<file path="config.mk">
export PLATFORM = sky130hd
export DESIGN_NAME = split_gpio_port
export DESIGN_NICKNAME = d
export VERILOG_FILES = /design/src/rtl/bport_pkg.sv /design/src/rtl/bport_half.sv /design/src/rtl/bport_capture.sv /design/src/rtl/split_gpio_port.sv
export SDC_FILE = /design/constraint.sdc
export NUM_CORES = 1
export LEC_CHECK = 0
export ABC_CLOCK_PERIOD_IN_PS = 1800
export BUFFER_PORTS_ARGS = -buffer_cell sky130_fd_sc_hd__buf_2
export CORE_ASPECT_RATIO = 2
export CORE_MARGIN = 2
export CORE_UTILIZATION = 50
export DETAILED_ROUTE_END_ITERATION = 6
export GPL_ROUTABILITY_DRIVEN = 0
export PLACE_DENSITY = 0.89
export SKIP_LAST_GASP = 1
export SYNTH_ARGS = -nofsm -noshare
export SYNTH_HDL_FRONTEND = slang
export SYNTH_HIERARCHICAL = 1
export SYNTH_SLANG_ARGS = --single-unit
</file>
<file path="constraint.sdc">
create_clock -name clk -period 1.8 [get_ports clk]
set_input_delay 0.09 -clock clk [delete_from_list [all_inputs] [get_ports clk]]
set_output_delay 0.09 -clock clk [all_outputs]
set_load 0.02 [all_outputs]
</file>
<file path="src/rtl/bport_pkg.sv">
package bport_pkg;

    localparam int HALF_W_DEF     = 8;
    localparam int CAP_LINES_DEF  = 4;
    localparam int SAMPLE_DIV_DEF = 8;

    typedef enum logic [1:0] {
        SEL_DATA_LO = 2'd0,
        SEL_DATA_HI = 2'd1,
        SEL_DIR_LO  = 2'd2,
        SEL_DIR_HI  = 2'd3
    } reg_sel_e;

    typedef enum logic [1:0] {
        EDGE_OFF  = 2'd0,
        EDGE_RISE = 2'd1,
        EDGE_FALL = 2'd2,
        EDGE_ANY  = 2'd3
    } edge_mode_e;

    typedef struct packed {
        logic data_we;
        logic dir_we;
    } half_we_t;

    function automatic logic edge_hit(logic prev, logic cur, edge_mode_e mode);
        case (mode)
            EDGE_RISE: return !prev && cur;
            EDGE_FALL: return prev && !cur;
            EDGE_ANY:  return prev ^ cur;
            default:   return 1'b0;
        endcase
    endfunction

endpackage

</file>
<file path="src/rtl/bport_half.sv">
module bport_half #(
    parameter int W = 8
) (
    input  logic         clk,
    input  logic         rst,
    input  logic         data_we,
    input  logic         dir_we,
    input  logic [W-1:0] wdata,
    input  logic         ovr,
    input  logic         alt_load,
    input  logic [W-1:0] alt_in,
    input  logic [W-1:0] pin_in,
    output logic [W-1:0] pin_out,
    output logic [W-1:0] pin_oe,
    output logic [W-1:0] rd_data,
    output logic [W-1:0] rd_dir
);

    logic [W-1:0] sw_q;
    logic [W-1:0] dir_q;
    logic [W-1:0] alt_q;

    always_ff @(posedge clk) begin
        if (rst) begin
            sw_q  <= '0;
            dir_q <= '0;
            alt_q <= '0;
        end else begin
            if (data_we)  sw_q  <= wdata;
            if (dir_we)   dir_q <= wdata;
            if (alt_load) alt_q <= alt_in;
        end
    end

    assign pin_oe  = ovr ? {W{1'b1}} : dir_q;
    assign pin_out = ovr ? alt_q : sw_q;
    assign rd_data = (pin_oe & pin_out) | (~pin_oe & pin_in);
    assign rd_dir  = dir_q;

    AST_HALF_HOLD: assert property (@(posedge clk) disable iff (rst)
        (!$past(data_we) && !$past(rst)) |-> $stable(sw_q));

    AST_SHADOW_WRITE: assert property (@(posedge clk) disable iff (rst)
        ($past(data_we) && !$past(rst)) |-> (sw_q == $past(wdata)));

endmodule

</file>
<file path="src/rtl/bport_capture.sv">
module bport_capture
    import bport_pkg::*;
#(
    parameter int LINES = 4,
    parameter int DIV   = 8
) (
    input  logic               clk,
    input  logic               rst,
    input  logic [LINES-1:0]   lines_in,
    input  logic [2*LINES-1:0] edge_sel,
    output logic [LINES-1:0]   pulse
);

    localparam int CW = (DIV > 1) ? $clog2(DIV) : 1;

    logic [CW-1:0]    cnt;
    logic             tick;
    logic [LINES-1:0] sync1, sync2, samp, hit, pulse_q;

    assign tick = (cnt == CW'(DIV - 1));

    always_comb begin
        for (int i = 0; i < LINES; i++) begin
            hit[i] = edge_hit(samp[i], sync2[i], edge_mode_e'(edge_sel[2*i +: 2]));
        end
    end

    always_ff @(posedge clk) begin
        if (rst) begin
            cnt     <= '0;
            sync1   <= '0;
            sync2   <= '0;
            samp    <= '0;
            pulse_q <= '0;
        end else begin
            cnt     <= tick ? '0 : cnt + CW'(1);
            sync1   <= lines_in;
            sync2   <= sync1;
            if (tick) samp <= sync2;
            pulse_q <= tick ? hit : '0;
        end
    end

    assign pulse = pulse_q;

    AST_PULSE_ON_TICK: assert property (@(posedge clk) disable iff (rst)
        (|pulse_q) |-> $past(tick));

    AST_PULSE_SINGLE: assert property (@(posedge clk) disable iff (rst)
        (|pulse_q) |=> !(|pulse_q));

endmodule

</file>
<file path="src/rtl/split_gpio_port.sv">
module split_gpio_port
    import bport_pkg::*;
#(
    parameter int HALF_W     = HALF_W_DEF,
    parameter int CAP_LINES  = CAP_LINES_DEF,
    parameter int SAMPLE_DIV = SAMPLE_DIV_DEF
) (
    input  logic                   clk,
    input  logic                   rst,
    input  logic                   reg_we,
    input  logic [1:0]             reg_addr,
    input  logic [1:0]             reg_lane,
    input  logic [2*HALF_W-1:0]    reg_wdata,
    output logic [2*HALF_W-1:0]    reg_rdata,
    input  logic                   bus_demux_en,
    input  logic [2*HALF_W-1:0]    alt_addr,
    input  logic [2*CAP_LINES-1:0] cap_edge_sel,
    input  logic [2*HALF_W-1:0]    pin_in,
    output logic [2*HALF_W-1:0]    pin_out,
    output logic [2*HALF_W-1:0]    pin_oe,
    output logic [CAP_LINES-1:0]   cap_pulse
);

    localparam int PORT_W = 2 * HALF_W;
    localparam int N_HALF = 2;

    logic                          ovr_q;
    half_we_t [N_HALF-1:0]         we_h;
    logic [N_HALF-1:0][HALF_W-1:0] rd_data_h;
    logic [N_HALF-1:0][HALF_W-1:0] rd_dir_h;
    reg_sel_e                      sel;

    assign sel = reg_sel_e'(reg_addr);

    always_ff @(posedge clk) begin
        if (rst) ovr_q <= 1'b0;
        else     ovr_q <= bus_demux_en;
    end

    for (genvar h = 0; h < N_HALF; h++) begin : g_half
        localparam reg_sel_e DSEL = (h == 0) ? SEL_DATA_LO : SEL_DATA_HI;
        localparam reg_sel_e RSEL = (h == 0) ? SEL_DIR_LO  : SEL_DIR_HI;

        assign we_h[h].data_we = reg_we && reg_lane[h] && (sel == DSEL);
        assign we_h[h].dir_we  = reg_we && reg_lane[h] && (sel == RSEL);

        bport_half #(.W(HALF_W)) i_half (
            .clk      (clk),
            .rst      (rst),
            .data_we  (we_h[h].data_we),
            .dir_we   (we_h[h].dir_we),
            .wdata    (reg_wdata[h*HALF_W +: HALF_W]),
            .ovr      (ovr_q),
            .alt_load (bus_demux_en),
            .alt_in   (alt_addr[h*HALF_W +: HALF_W]),
            .pin_in   (pin_in[h*HALF_W +: HALF_W]),
            .pin_out  (pin_out[h*HALF_W +: HALF_W]),
            .pin_oe   (pin_oe[h*HALF_W +: HALF_W]),
            .rd_data  (rd_data_h[h]),
            .rd_dir   (rd_dir_h[h])
        );
    end

    always_comb begin
        reg_rdata = '0;
        case (sel)
            SEL_DATA_LO: reg_rdata[HALF_W-1:0]      = rd_data_h[0];
            SEL_DATA_HI: reg_rdata[PORT_W-1:HALF_W] = rd_data_h[1];
            SEL_DIR_LO:  reg_rdata[HALF_W-1:0]      = rd_dir_h[0];
            default:     reg_rdata[PORT_W-1:HALF_W] = rd_dir_h[1];
        endcase
    end

    bport_capture #(.LINES(CAP_LINES), .DIV(SAMPLE_DIV)) i_capture (
        .clk      (clk),
        .rst      (rst),
        .lines_in (pin_in[PORT_W-1 -: CAP_LINES]),
        .edge_sel (cap_edge_sel),
        .pulse    (cap_pulse)
    );

    AST_RESET_HIZ: assert property (@(posedge clk)
        $fell(rst) |-> (pin_oe == '0 && pin_out == '0));

    AST_BUS_DRIVE: assert property (@(posedge clk) disable iff (rst)
        ($past(bus_demux_en) && !$past(rst)) |-> ((&pin_oe) && pin_out == $past(alt_addr)));

endmodule

</file>
Word level (Yosys, flattened, before mapping)
Index checks and enable logic that the tools add are counted.
W data, S select, Z words.
- bits in registers: 68
- output and inout bits: 52
- input bits: 64
- word-level logic and storage cells: 78
- equality and inequality tests: 16
- reduce and logical (&&, ||, !) cells: 26
- bitwise gates (word level): 13
- muxes and demuxes: 10
- add/sub/neg operators: 1
- operators with widths (kind ; number):
    $and A8 B8 Y8 ; 4
    $mux W8 ; 4
    $pmux W8 S2 ; 2
    $eq A2 B2 Y1 const B ; 10
    $not A8 Y8 ; 2
    $or A8 B8 Y8 ; 2
    $logic_and A1 B1 Y1 ; 14
    $pmux W1 S3 ; 4
    $eq A2 B1 Y1 const B ; 5
    $logic_not A1 Y1 ; 8
    $reduce_or A2 Y1 ; 3
    $xor A1 B1 Y1 ; 4
    $add A3 B1 Y3 const B ; 1
    $eq A3 B3 Y1 const B ; 1
    $logic_not A2 Y1 ; 1
    $not A1 Y1 ; 1

Logic depth before layout (Yosys ltp)
Gate-level depths: netlist (run 1).
- depth after elaboration: 5
- mapped depth: 7
- mapped depth without buffers: 5

By module
Netlist (run 1), hierarchy kept.
- modules (own cells, without submodules) (module ; cells each ; instances ; area an instance (um^2)):
    bport_half ; 128 ; 2 ; 1153.6
    bport_capture ; 75 ; 1 ; 824.5
    split_gpio_port ; 45 ; 1 ; 342.8

Worst setup path before layout (run 1)
No wires, ideal clock.
- kind: reg2out
- from: reg ovr_q
- to: out reg_rdata[11]
- data arrival time: 1.135 ns
- buffers on the path: 1
- slack: 0.575 ns
- cell stages (with the launch flop): 6
- cell sequence: dfxtp_1 > buf_4 > nand2_1 > o21ai_0 > mux2i_1 > nor2b_1
- RTL lines (what ; RTL line ; source):
    start: declaration ; split_gpio_port.sv:27 ; logic ovr_q;
    start signal: assignment ; split_gpio_port.sv:37 ; else ovr_q <= bus_demux_en;
    end: declaration ; split_gpio_port.sv:14 ; output logic [2*HALF_W-1:0] reg_rdata,

==> impl_metrics.env, run 1 <==
export IMPL_power_leakage_nw=2.09
export IMPL_path_buf_inv=2
export IMPL_fmaxAchievable_mhz=642
export IMPL_final_hold_violation_count=0
export IMPL_ioPinCount=116
export IMPL_cts_tree="done"
export IMPL_synth_cell_type_count=24
export IMPL_cts_max_path_buffers=2
export IMPL_critPathCaptureType="output pin"
export IMPL_ys_warn_count=6
export IMPL_holdCritPathClass="in -> reg"
export IMPL_wire_per_inst_um=12.8
export IMPL_crit_family="buffers and inverters"
export IMPL_antenna_cells=0
export IMPL_syn_nets=450
export IMPL_fin_crit_ns=1.56
export IMPL_max_slew_margin_pct=64.7
export IMPL_ys_top_cells_by_area="dfxtp_1 (39%), mux2i_1 (25%), nor2_1 (6.7%), o21ai_0 (4.6%), ha_1 (3.6%)"
export IMPL_powerDensity_nw_per_um2=872
export IMPL_cts_sinks=68
export IMPL_clk_pin_slew_ns=0.05
export IMPL_die_y_um=122
export IMPL_drv_cap=0
export IMPL_layout_setup_ws_ns=0.243
export IMPL_crit_path_start_kind="flip-flop"
export IMPL_worstMarginPinSlew_ns=0.530
export IMPL_grt_ovfl_total=0
export IMPL_grt_busiest_layer="met2"
export IMPL_grt_use_met3_pct=4.34
export IMPL_cts_max_level=3
export IMPL_cp_data_arrival_time_ns=1.47
export IMPL_slew_violations=0
export IMPL_finalSetupTns_ns=0
export IMPL_gr_usage_all_layers_pct=20.7
export IMPL_crit_chain="buf_12 -> nand2_1 -> o21ai_0 -> mux2i_1 -> nor2b_1 -> buf_2"
export IMPL_crit_required_ns=1.71
export IMPL_ir_drop_v=0.000599
export IMPL_period_share_pct=86.5
export IMPL_syn_avg_cell_area_um2=9.24
export IMPL_dpl_hpwl_um=5320
export IMPL_outcome="complete, no violations"
export IMPL_ys_seq_area_share_pct=39.2
export IMPL_holdWs_ns=0.0164
export IMPL_die_width_um=62.9
export IMPL_total_power_mw=3.97
export IMPL_yosys_area_top_type="dfxtp_1"
export IMPL_drtIter0Drc=154
export IMPL_cts_resized=0
export IMPL_slowest_stage="dfxtp_2"
export IMPL_fin_nets=580
export IMPL_synth_top_area_share_pct=39.2
export IMPL_ys_ff_latch=68
export IMPL_core_area_um2=6830
export IMPL_routed_wl_um=7690
export IMPL_std_cell_rows=43
export IMPL_avgViaCountPerCell=4.92
export IMPL_pre_cts_ws_ns=0.441
export IMPL_syn_inst=376
export IMPL_finalSetupViolations=0
export IMPL_ys_flop_type="dfxtp_1"
export IMPL_rsz0062_at_grt="false"
export IMPL_use_met2_pct=34.3
export IMPL_start_util_pct=50.9
export IMPL_first_pass_iters=4
export IMPL_fillers=544
export IMPL_die_area_um2=7670
export IMPL_skew_ns=0.00127
export IMPL_clkLatencyLatePin_ns=0.32
export IMPL_layout_drive_gt1_share_pct=29.9
export IMPL_grt_pass1_wl_um=12400
export IMPL_io_buffer_count=115
export IMPL_grt_pass1_vias=2770
export IMPL_use_met1_pct=24.4
export IMPL_grt_max_degree=65
export IMPL_cts_root_buf="clkbuf_16"
export IMPL_path_class="reg -> out"
export IMPL_ys_async_sr_fraction_pct=0
export IMPL_cp_max_fo=64
export IMPL_cts_buffers=9
export IMPL_synth_area_um2=3470
export IMPL_synth_edff_count=0
export IMPL_cpPeakStageDelay_ns=0.33
export IMPL_antenna_found_initial=0
export IMPL_ant_nets=0
export IMPL_area_growth_syn_to_layout_pct=31.0
export IMPL_drc=0
export IMPL_vias=2955
registers in the layout (all words and copies together) (netlist names):
signal / count
g_half.i_half/alt_q: 16
g_half.i_half/rd_dir: 16
g_half.i_half/sw_q: 16
i_capture/cnt: 3
i_capture/pulse: 4
i_capture/samp: 4
i_capture/sync1: 4
i_capture/sync2: 4
ovr_q: 1
where the power goes:
| group | internal (mW) | switching, mW | total [mW] |
|---|---|---|---|
| registers | 1.56 | 0.0318 | 1.59 |
| clock network | 1.25 | 0.617 | 1.86 |
| logic | 0.239 | 0.276 | 0.515 |
metrics by stage:
step	utilization (%)	std cells	area, µm²
floorplan	-	376	3470
finish	66.6	601	4550
global placement	59.2	567	4050
CTS	66.6	601	4550
global route	66.6	601	4550
detailed placement	59.2	567	4050
worst min-delay path: stages:
cell and delay (ns):
buf_2 0.07, mux2i_1 0.05, nor2_1 0.08
final cells by class:
class | instances | area (µm²) | share of cell area (%)
clock buffer | 10 | 239 | 5.25
inverter | 28 | 105 | 2.31
timing repair buffer | 141 | 841 | 18.5
tap | 90 | 113 | 2.47
sequential | 68 | 1360 | 29.9
multi-input combinational | 258 | 1800 | 39.6
clock inverter | 6 | 87.6 | 1.92
what timing repair did:
item	CTS	global route
hold endpoints to repair	18	0
buffers inserted	0	0
hold buffers	18	0
per-layer routing:
layer,up-vias,routed length [µm],part of all wire [%]
met1,1325,3340,43
met2,108,3730,49
met3,15,428,5.6
met5,-,0,0
li1,1507,-,-
met4,0,189,2.5
final timing paths:
kind	end	depth (start not counted)	slack [ns]	start
worst min-delay path	g_half[0].i_half/alt_q[4]	3	0.02	alt_addr[4]
worst max-delay path	reg_rdata[13]	6	0.24	ovr_q
worst min register to register	i_capture/cnt[0]	1	0.43	i_capture/cnt[0]
worst max register to register	i_capture/samp[1]	4	0.44	i_capture/cnt[0]
placed cells by master, fill, tap and decap left out, types with 2 or more instances in the layout:
| cell | count |
|---|---|
| dlygate4sd3_1 | 18 |
| mux2i_1 | 87 |
| bufinv_16 | 2 |
| nor2b_1 | 17 |
| clkinv_2 | 2 |
| a211oi_2 | 3 |
| or2_2 | 4 |
| nor3b_2 | 2 |
| inv_1 | 27 |
| nor3_2 | 2 |
| buf_2 | 115 |
| ha_1 | 10 |
| o21ai_0 | 32 |
| or2_1 | 12 |
| buf_12 | 2 |
| nor2_1 | 62 |
| a21oi_1 | 4 |
| dfxtp_1 | 67 |
| clkinv_4 | 2 |
| clkbuf_16 | 9 |
| nand2_1 | 18 |
| buf_4 | 6 |
cell families after synthesis:
logic type	Yosys count	share of synthesized area [%]
adder cells (fa/ha/maj)	10	3.60
AO/OA/AOI/OAI	40	6.48
AND/OR/NAND/NOR	121	16.6
multiplexers	87	25.1
flip-flops	68	39.2
buffers and inverters	50	9.04
cells in the mapped netlist (3+ instances only):
cell / instances
a211oi_2: 3
a21oi_1: 4
buf_2: 4
buf_4: 6
buf_6: 11
dfxtp_1: 68
ha_1: 10
inv_1: 27
mux2i_1: 87
nand2_1: 18
nor2_1: 62
nor2b_1: 17
o21ai_0: 32
or2_1: 12
or2_2: 4
(Power assumes the default switching activity.)
==> inputs of run 2 (changes only) <==
--- a/config.mk
+++ b/config.mk
@@ -12,7 +12,7 @@
 export CORE_UTILIZATION = 50
 export DETAILED_ROUTE_END_ITERATION = 6
 export GPL_ROUTABILITY_DRIVEN = 0
-export PLACE_DENSITY = 0.89
+export PLACE_DENSITY_LB_ADDON = 0.2
 export SKIP_LAST_GASP = 1
 export SYNTH_ARGS = -nofsm -noshare
 export SYNTH_HDL_FRONTEND = slang
==> run 2 against run 1 <==
Setup slack got worse by 0.091 ns. Total power shrank 9.7%. Combinational power is 3% lower. First-iteration DRC count fell by 45%. Global-route usage down 1.1 points. Via count shrank 3.3%. Die area unchanged. Sequential power barely moved.
==> impl_metrics.env, run 2 (synthesis results as in run 1) <==
export IMPL_outcome="complete, no violations"
export IMPL_final_hold_violation_count=0
export IMPL_p_int_mw=2.71
export IMPL_drc=0
export IMPL_crit_chain="buf_4 -> nand2_1 -> o21ai_0 -> mux2i_1 -> nor2b_1 -> buf_2"
export IMPL_routed_wl_um=7300
export IMPL_fmaxAchievable_mhz=607
export IMPL_worstMarginPinSlew_ns=0.570
export IMPL_clk_pin_slew_ns=0.05
export IMPL_finalSetupViolations=0
export IMPL_final_cells=599
export IMPL_std_cell_rows=43
export IMPL_gr_usage_all_layers_pct=19.5
export IMPL_drv_cap=0
export IMPL_pwr_share_clk_pct=41.6
export IMPL_cts_sinks=68
export IMPL_slowest_stage="dfxtp_4"
export IMPL_fin_nets=579
export IMPL_first_pass_iters=4
export IMPL_swShare_pct=24.4
export IMPL_wire_per_inst_um=12.2
export IMPL_dpl_hpwl_um=5210
export IMPL_cts_buffers=9
export IMPL_drtIter0Drc=84
export IMPL_powerDensity_nw_per_um2=806
export IMPL_start_util_pct=50.9
export IMPL_pwr_share_seq_pct=44.5
export IMPL_crit_family="flip-flops"
export IMPL_path_class="reg -> out"
export IMPL_finish_utilization_pct=65.1
export IMPL_grt_pass1_vias=2556
export IMPL_layout_commonest_cell="buf_2"
export IMPL_holdCritPathClass="in -> reg"
export IMPL_vias=2857
export IMPL_io_buffer_count=115
export IMPL_holdWs_ns=0.00773
export IMPL_critPathCaptureType="output pin"
export IMPL_cts_setup_buffers=0
export IMPL_core_area_um2=6830
export IMPL_die_width_um=62.9
export IMPL_ant_nets=0
export IMPL_die_area_um2=7670
export IMPL_top_layer_used="met4"
export IMPL_cpPeakStageDelay_ns=0.46
export IMPL_area_growth_syn_to_layout_pct=28.0
export IMPL_ioPinCount=116
export IMPL_dpl_instance_area_um2=4060
export IMPL_power_frac_comb_pct=13.9
export IMPL_cts_root_buf="clkbuf_16"
export IMPL_route_met2_wl_um=3360
export IMPL_grt_ovfl_total=0
export IMPL_clkLatencyLatePin_ns=0.32
export IMPL_skew_ns=0.00185
export IMPL_cp_data_arrival_time_ns=1.56
export IMPL_cts_tree="done"
export IMPL_period_share_pct=91.6
export IMPL_crit_path_start_kind="flip-flop"
export IMPL_avgViaCountPerCell=4.77
export IMPL_layout_drive_gt1_share_pct=30.1
export IMPL_grt_pass1_wl_um=11600
export IMPL_rsz0062_at_grt="false"
export IMPL_cp_max_fo=22
export IMPL_max_slew_margin_pct=62.0
export IMPL_antenna_found_initial=0
export IMPL_wl_met1_um=3330
export IMPL_cts_max_path_buffers=2
export IMPL_dp_cells=571
export IMPL_antenna_cells=0
export IMPL_finalSetupTns_ns=0
export IMPL_ir_drop_v=0.000686
export IMPL_slew_violations=0
export IMPL_die_y_um=122
export IMPL_fin_crit_ns=1.65
export IMPL_final_cell_mix="buf_2 (115), mux2i_1 (87), dfxtp_1 (67)"
export IMPL_grt_max_degree=25
export IMPL_crit_required_ns=1.71
export IMPL_p_switching_mw=0.876
export IMPL_power_leakage_nw=2.05
export IMPL_final_design_area_no_fill_um2=4450
export IMPL_route_met3_wl_um=488
export IMPL_cts_max_level=3
export IMPL_path_buf_inv=2
==> run 2: layout make-up <==
class / instances / area, µm²
multi-input cells: 258 / 1800
clock buffers: 12 / 236
inverters: 28 / 105
well taps: 90 / 113
flip-flops and latches: 68 / 1370
clock inverters: 3 / 15.0
fillers: 622 / 2390
repair buffers: 140 / 808
==> run 2: routing by layer <==
layer / vias up / GRT usage, %
li1: 1499 / -
met1: 1254 / 24.4
met2: 95 / 31.0
met3: 9 / 5.91
met4: 0 / 8.47
met5: - / 0
==> run 2: power groups by stage <==
stage | combinational [mW] | sequential [mW] | clock, mW
after floorplan | 0.326 | 1.62 | 0
after global placement | 0.474 | 1.63 | 0
final | 0.498 | 1.60 | 1.49
after CTS | 0.504 | 1.60 | 1.54
after global routing | 0.547 | 1.60 | 1.61
after detailed placement | 0.480 | 1.63 | 0
==> run 2: worst paths after layout <==
path | cells past startpoint | from | slack, ns | end
worst max-delay path | 6 | ovr_q | 0.15 | reg_rdata[9]
worst min-delay path | 3 | alt_addr[5] | 0.008 | g_half[0].i_half/alt_q[5]
worst max register to register | 4 | i_capture/cnt[0] | 0.41 | i_capture/samp[1]
worst min register to register | 1 | i_capture/cnt[0] | 0.43 | i_capture/cnt[0]
==> run 2: metrics by stage <==
step | total power [mW] | setup WS, ns
finish | 3.59 | 0.152
detailed placement | 2.11 | 0.386
global placement | 2.10 | 0.431
floorplan | 1.94 | 0.575
CTS | 3.64 | 0.0370
global route | 3.76 | 0.0290
==> run 2: what timing repair did <==
item / in CTS / in global routing
resized for setup: 0 / 1
hold buffers: 13 / 0
endpoints found under the hold margin: 13 / 0
setup endpoints to repair: 0 / 5
==> run 2: worst min-delay path: stages <==
cell	delay, ns
buf_2	0.08
mux2i_1	0.05
nor2_1	0.07
